===== config.mk =====
export PLATFORM = sky130hd
export DESIGN_NAME = pacc_top
export DESIGN_NICKNAME = d
export VERILOG_FILES = /design/src/rtl/pacc_pkg.sv /design/src/rtl/pacc_sync_edge.sv /design/src/rtl/pacc_counter.sv /design/src/rtl/pacc_clk_mux.sv /design/src/rtl/pacc_top.sv
export SDC_FILE = /design/constraint.sdc
export NUM_CORES = 1
export LEC_CHECK = 0
export BUFFER_PORTS_ARGS = -buffer_cell sky130_fd_sc_hd__buf_2
export CAP_MARGIN = 20
export CORE_ASPECT_RATIO = 0.5
export CORE_MARGIN = 4
export CORE_UTILIZATION = 44
export DETAILED_ROUTE_END_ITERATION = 7
export HOLD_SLACK_MARGIN = 0.08
export MAX_ROUTING_LAYER = met4
export PLACE_DENSITY_LB_ADDON = 0.12
export SLEW_MARGIN = 20
export SYNTH_ARGS = -nofsm -noshare
export SYNTH_HDL_FRONTEND = slang
export SYNTH_SLANG_ARGS = --single-unit

===== constraint.sdc =====
create_clock -name clk -period 4.1 [get_ports clk]
set_input_delay 0.41 -clock clk [delete_from_list [all_inputs] [get_ports clk]]
set_output_delay 0.41 -clock clk [all_outputs]
set_load 0.1 [all_outputs]

===== src/rtl/pacc_pkg.sv =====
package pacc_pkg;
  localparam int CTRL_W   = 8;
  localparam int REG_CTRL = 0;
  localparam int REG_STAT = 1;
  localparam int REG_CNT  = 2;

  typedef enum logic [1:0] {
    TCLK_PRESC  = 2'b00,
    TCLK_STEP   = 2'b01,
    TCLK_LOWROL = 2'b10,
    TCLK_WRAP   = 2'b11
  } tclk_sel_e;

  typedef struct packed {
    logic      rsvd;
    logic      en;
    logic      gated;
    logic      pol;
    tclk_sel_e clk_sel;
    logic      ovf_ie;
    logic      edge_ie;
  } ctrl_t;
endpackage


===== src/rtl/pacc_sync_edge.sv =====
module pacc_sync_edge #(
  parameter int SYNC_STAGES = 2
) (
  input  logic clk,
  input  logic rst,
  input  logic pin,
  output logic level,
  output logic rise,
  output logic fall
);
  localparam int CHAIN_W = SYNC_STAGES + 1;

  logic [CHAIN_W-1:0] chain_q;

  always_ff @(posedge clk) begin
    if (rst) chain_q <= '0;
    else     chain_q <= {chain_q[CHAIN_W-2:0], pin};
  end

  assign level = chain_q[SYNC_STAGES-1];
  assign rise  =  chain_q[SYNC_STAGES-1] & ~chain_q[SYNC_STAGES];
  assign fall  = ~chain_q[SYNC_STAGES-1] &  chain_q[SYNC_STAGES];
endmodule


===== src/rtl/pacc_counter.sv =====
module pacc_counter #(
  parameter int CNT_W = 16,
  parameter int LOW_W = 8
) (
  input  logic             clk,
  input  logic             rst,
  input  logic             en,
  input  logic             gated,
  input  logic             pol,
  input  logic             level,
  input  logic             rise,
  input  logic             fall,
  input  logic             div_tick,
  input  logic             tmr_en,
  input  logic             load,
  input  logic [CNT_W-1:0] load_val,
  output logic [CNT_W-1:0] cnt,
  output logic             edge_hit,
  output logic             wrap,
  output logic             p_step_q,
  output logic             p_low_q,
  output logic             p_wrap_q
);
  logic             edge_sel;
  logic             gate_open;
  logic             inc_raw;
  logic             inc_eff;
  logic             low_roll;
  logic [CNT_W-1:0] cnt_q;

  assign edge_sel  = pol ? rise : fall;
  assign gate_open = pol ? ~level : level;
  assign inc_raw   = en & (gated ? (gate_open & div_tick & tmr_en) : edge_sel);
  assign inc_eff   = inc_raw & ~load;
  assign low_roll  = inc_eff & (&cnt_q[LOW_W-1:0]);
  assign wrap      = inc_eff & (&cnt_q);
  assign edge_hit  = en & edge_sel;
  assign cnt       = cnt_q;

  always_ff @(posedge clk) begin
    if (rst)          cnt_q <= '0;
    else if (load)    cnt_q <= load_val;
    else if (inc_eff) cnt_q <= cnt_q + 1'b1;
  end

  always_ff @(posedge clk) begin
    if (rst) begin
      p_step_q <= 1'b0;
      p_low_q  <= 1'b0;
      p_wrap_q <= 1'b0;
    end else begin
      p_step_q <= inc_eff;
      p_low_q  <= low_roll;
      p_wrap_q <= wrap;
    end
  end
endmodule


===== src/rtl/pacc_clk_mux.sv =====
module pacc_clk_mux
  import pacc_pkg::*;
(
  input  logic      en,
  input  tclk_sel_e sel,
  input  logic      presc_tick,
  input  logic      p_step,
  input  logic      p_low,
  input  logic      p_wrap,
  output logic      clk_en
);
  always_comb begin
    clk_en = presc_tick;
    if (en) begin
      case (sel)
        TCLK_PRESC:  clk_en = presc_tick;
        TCLK_STEP:   clk_en = p_step;
        TCLK_LOWROL: clk_en = p_low;
        TCLK_WRAP:   clk_en = p_wrap;
      endcase
    end
  end
endmodule


===== src/rtl/pacc_top.sv =====
module pacc_top
  import pacc_pkg::*;
#(
  parameter int CNT_W       = 16,
  parameter int LOW_W       = 8,
  parameter int SYNC_STAGES = 2,
  parameter int DATA_W      = 16,
  parameter int ADDR_W      = 2
) (
  input  logic              clk,
  input  logic              rst,
  input  logic              reg_wr,
  input  logic [ADDR_W-1:0] reg_addr,
  input  logic [DATA_W-1:0] reg_wdata,
  output logic [DATA_W-1:0] reg_rdata,
  input  logic              acc_pin,
  input  logic              presc_tick,
  input  logic              div64_tick,
  input  logic              tmr_en,
  output logic              tmr_clk_en,
  output logic              flag_edge,
  output logic              flag_ovf,
  output logic              irq
);
  localparam logic [ADDR_W-1:0] A_CTRL = ADDR_W'(REG_CTRL);
  localparam logic [ADDR_W-1:0] A_STAT = ADDR_W'(REG_STAT);
  localparam logic [ADDR_W-1:0] A_CNT  = ADDR_W'(REG_CNT);

  ctrl_t             ctrl_q;
  logic              ctrl_en_w;
  logic              ctrl_gated_w;
  logic              cnt_load;
  logic [CNT_W-1:0]  cnt_w;
  logic              lvl_w, rise_w, fall_w;
  logic              edge_hit_w, wrap_w;
  logic              p_step_w, p_low_w, p_wrap_w;
  logic              edge_q, ovf_q;
  logic              edge_clr, ovf_clr;
  logic [DATA_W-1:0] rd_next;

  assign ctrl_en_w    = ctrl_q.en;
  assign ctrl_gated_w = ctrl_q.gated;
  assign cnt_load     = reg_wr && (reg_addr == A_CNT);
  assign edge_clr     = reg_wr && (reg_addr == A_STAT) && reg_wdata[0];
  assign ovf_clr      = reg_wr && (reg_addr == A_STAT) && reg_wdata[1];

  always_ff @(posedge clk) begin
    if (rst)                               ctrl_q <= '0;
    else if (reg_wr && reg_addr == A_CTRL) ctrl_q <= ctrl_t'({1'b0, reg_wdata[CTRL_W-2:0]});
  end

  pacc_sync_edge #(.SYNC_STAGES(SYNC_STAGES)) u_sync (
    .clk(clk), .rst(rst), .pin(acc_pin),
    .level(lvl_w), .rise(rise_w), .fall(fall_w)
  );

  pacc_counter #(.CNT_W(CNT_W), .LOW_W(LOW_W)) u_cnt (
    .clk(clk), .rst(rst),
    .en(ctrl_en_w), .gated(ctrl_gated_w), .pol(ctrl_q.pol),
    .level(lvl_w), .rise(rise_w), .fall(fall_w),
    .div_tick(div64_tick), .tmr_en(tmr_en),
    .load(cnt_load), .load_val(reg_wdata[CNT_W-1:0]),
    .cnt(cnt_w), .edge_hit(edge_hit_w), .wrap(wrap_w),
    .p_step_q(p_step_w), .p_low_q(p_low_w), .p_wrap_q(p_wrap_w)
  );

  pacc_clk_mux u_mux (
    .en(ctrl_en_w), .sel(ctrl_q.clk_sel), .presc_tick(presc_tick),
    .p_step(p_step_w), .p_low(p_low_w), .p_wrap(p_wrap_w),
    .clk_en(tmr_clk_en)
  );

  // Set has priority over a same-cycle clear.
  always_ff @(posedge clk) begin
    if (rst) begin
      edge_q <= 1'b0;
      ovf_q  <= 1'b0;
    end else begin
      edge_q <= edge_hit_w | (edge_q & ~edge_clr);
      ovf_q  <= wrap_w     | (ovf_q  & ~ovf_clr);
    end
  end

  always_comb begin
    rd_next = '0;
    case (reg_addr)
      A_CTRL:  rd_next[CTRL_W-1:0] = ctrl_q;
      A_STAT:  rd_next[1:0]        = {ovf_q, edge_q};
      A_CNT:   rd_next[CNT_W-1:0]  = cnt_w;
      default: rd_next             = '0;
    endcase
  end

  always_ff @(posedge clk) begin
    if (rst) reg_rdata <= '0;
    else     reg_rdata <= rd_next;
  end

  assign flag_edge = edge_q;
  assign flag_ovf  = ovf_q;
  assign irq       = (edge_q & ctrl_q.edge_ie) | (ovf_q & ctrl_q.ovf_ie);
endmodule


==> metrics.md <==
| Metric | Value |
|---|---|
| CP Max Fanout | 15 |
| Worst slew pin tran | 0.987 ns |
| Root Buffer | clkbuf_8 |
| Slew Limit Fails | 0 |
| Crit path arrival time | 2.41 ns |
| # DRC | 0 |
| Largest net degree at the start of global routing | 38 |
| Dpl hpwl | 3270 microns |
| CTS clk-pin slew, worst paths | 0.09 ns |
| GRT met1 Usage | 23.8% |
| Layer with the highest usage | met1 |
| Post-Synth XOR/XNOR Area | 6.24% |
| Final period util | 53.8% |
| Type of origin of the critical path | register |
| Outcome | complete, no violations |
| Average cell area after synthesis | 9.53 sq um |
| Unique masters post-synth | 38 |
| Routed via count | 1627 |
| Required @ worst endpoint | 4.31 ns |
| Worst setup margin | 1.89 ns |
| Synthesis-to-layout area growth | 17.1% |
| Reg-to-Reg Start | ctrl_q[4]$_SDFFE_PP0P_ |
| Crit Reg-Reg Endpoint | u_cnt.cnt[13]$_SDFFE_PP0P_ |
| Final hold violation count | 0 |
| RSZ-0062 raised after global routing | no |
| Routed vias/inst | 4.99 |
| Longest Clk Path Bufs | 2 |
| Die height | 56.9 microns |
| Post-synthesis mux area share | 6.65% |
| MaxCap Viol Count | 0 |
| Net Count, Synth | 247 |
| Drt pass-1 iters | 4 |
| Setup slack, reg-to-reg | 1.89 ns |
| WHS Endpoint | u_sync.chain_q[0]$_SDFF_PP0_ |
| Largest family of logic cells by synthesized area | simple AND/OR/NAND/NOR gates |
| Reg2reg path depth | 5 |
| Total die area | 6030 sq um |
| Synth Warn # | 0 |
| GR Util met2 | 21.7% |
| CTS tree | yes |
| HP Start | acc_pin |
| GRT met3 Usage | 4.41% |
| Cts repair resizes | 0 |
| Crit path largest cell delay | 0.49 ns |
| GRT Total Usage | 16.0% |
| Total Neg Setup Slack | 0 ns |
| #FFs+latches synth | 47 |
| Synthesized cell area | 2110 sq um |
| Compound-gate portion of the synthesized area | 17.7% |
| Hold_buf cts | 0 |
| CP endpoint kind | register |
| Fmax achieved | 453 MHz |
| Setup CP Type | register to register |
| Buffers on Ports | 44 |
| Final Skew | 0.0121 ns |
| Core area | 4510 sq um |
| I/O pin total | 45 |
| Core Rows | 17 |
| Simple-Gate Fraction of Synth Area | 20.6% |
| Post-DRT Antenna Nets | 0 |
| Fin Hold WS | 0.316 ns |
| Pwr dens | 364 nW/um^2 |
| Adder-cell share of the synthesized area | 0.594% |
| Hold Crit Depth | 2 |
| Mapped Cells | 221 |
| Crit path cell chain | or3b_1 > a211o_2 > a2111oi_4 > nand3_1 > a311oi_1 |
| First-pass GRT wire length | 7470 microns |
| CTS Sinks | 47 |
| Filler instances | 447 |
| WL/cell | 14.0 microns |
| # setup viols final | 0 |
| Post-CTS setup buffer count | 0 |
| Initial antenna violation count | 0 |
| RD Place Congestion | 0.834 |
| Initial DRC count | 70 |
| VDD IR max | 0.177 mV |
| H-tree levels | 2 |
| TritonCTS Buffers | 5 |
| Minimum clock period | 2.21 ns |
| Hold WC Path Type | input pin to register |
| Vias in the first global route | 1475 |
| Final #Nets | 286 |
| Crit-path slowest cell | a2111oi_4 |
| Most frequent cells in the layout | dfxtp_1, buf_2, nor2_1 |
| Slew HR | 34.0% |
| Die width | 106 microns |
| Diodes inserted | 0 |
| Overflow after GRT | 0 |
| Leak | 0.912 nW |
| Initial Util | 46.7% |
| Seq/Total Area, Yosys | 44.7% |
| DRT Wirelength | 4570 microns |
| DP Worst Slack | 1.80 ns |
| Tot Pwr | 0.897 mW |
| Commonest non-fill, non-tap cell in the layout | dfxtp_1 |
| Skew-Pair Late Insertion Delay | 0.30 ns |
| Share of cells above drive strength 1 | 24.6% |
## synthesized netlist by cell type (all sizes together)
cell type / number / area, sq um
a21boi: 1 / 7.51
a22o: 1 / 8.76
mux2i: 14 / 140
nand3b: 2 / 15.0
and2: 11 / 68.8
clkbuf: 11 / 41.3
a21o: 1 / 7.51
a2111oi: 5 / 100
xor2: 1 / 8.76
nand2b: 3 / 18.8
xnor2: 14 / 123
o22ai: 2 / 12.5
inv: 5 / 18.8
ha: 1 / 12.5
or2: 1 / 6.26
o31ai: 1 / 7.51
a31oi: 1 / 6.26
a211o: 1 / 10.0
or3: 1 / 6.26
a311oi: 2 / 17.5
buf: 2 / 15.0
nor3b: 1 / 7.51
nand4b: 2 / 17.5
a21oi: 8 / 40.0
and4: 3 / 26.3
dfxtp: 47 / 941
nor3: 6 / 30.0
nor2: 30 / 113
nand2: 10 / 37.5
o21ai: 2 / 10.0
a211oi: 16 / 145
nand4: 2 / 12.5
nand3: 7 / 35.0
nor2b: 5 / 31.3
or3b: 1 / 8.76
## area by class of cell
cell class / count / area, sq um / share of cell area, %
multi-input cells: 156 / 1090 / 44.2
flip-flops and latches: 47 / 941 / 38.1
repair buffers: 45 / 228 / 9.23
well taps: 66 / 82.6 / 3.35
clock buffers: 5 / 68.8 / 2.79
clock inverters: 2 / 37.5 / 1.52
inverters: 5 / 18.8 / 0.761
## power breakdown
group,internal (mW),switching (mW)
Sequential,0.470,0.0136
Combinational,0.0296,0.0524
Clock,0.178,0.153
## worst max-delay path, delay by kind of cell (launching register included)
family             cells  cell delay [ns]
DFF                    1             0.35
AOI/OAI and AO/OA      3             1.24
and+or+nand+nor        2             0.52
## routing by layer
layer	up-vias	wire, microns
met3	2	185
li1	860	-
met2	33	1860
met1	732	2500
met5	-	0
met4	0	13
## sequential cells by signal, indices dropped and copies added (netlist names)
name,flops
u_cnt.p_low_q,1
u_cnt.p_step_q,1
ctrl_en_w,1
flag_edge,1
u_sync.chain_q,3
reg_rdata,16
ctrl_gated_w,1
ctrl_q,5
u_cnt.p_wrap_q,1
flag_ovf,1
u_cnt.cnt,16
## stage by stage
| step | util [%] | cell area [sq um] | instances |
|---|---|---|---|
| 2_1_floorplan | - | 2110 | 221 |
| 3_3_place_gp | 52.4 | 2360 | 319 |
| 3_5_place_dp | 52.4 | 2360 | 319 |
| 4_1_cts | 54.7 | 2470 | 326 |
| 5_1_grt | 54.7 | 2470 | 326 |
| 6_report | 54.7 | 2470 | 326 |
## worst max-delay path by stage
stage	startpoint	endpoint	slack (ns)	cells after the start
after global routing	ctrl_q[4]$_SDFFE_PP0P_	u_cnt.cnt[11]$_SDFFE_PP0P_	1.76	5
final	ctrl_q[4]$_SDFFE_PP0P_	u_cnt.cnt[13]$_SDFFE_PP0P_	1.89	5
after global placement	reg_addr[1]	u_cnt.cnt[7]$_SDFFE_PP0P_	1.90	5
after CTS	ctrl_q[4]$_SDFFE_PP0P_	flag_ovf$_SDFF_PP0_	1.90	5
after detailed placement	reg_addr[1]	u_cnt.cnt[0]$_SDFFE_PP0P_	1.80	5
after floorplan	ctrl_q[2]$_SDFFE_PP0P_	tmr_clk_en	1.01	4
## cells by family (layout without fill, tap and decap cells)
kind of cell	count (synthesis)	count (layout)
AOI/OAI and AO/OA	41	41
buffers and inverters	18	57
DFF	47	47
muxes	14	14
adders and majority gates	1	1
and+or+nand+nor	85	85
xor gates and xnor gates	15	15
Note: power is estimated with default switching activity, not from simulation.
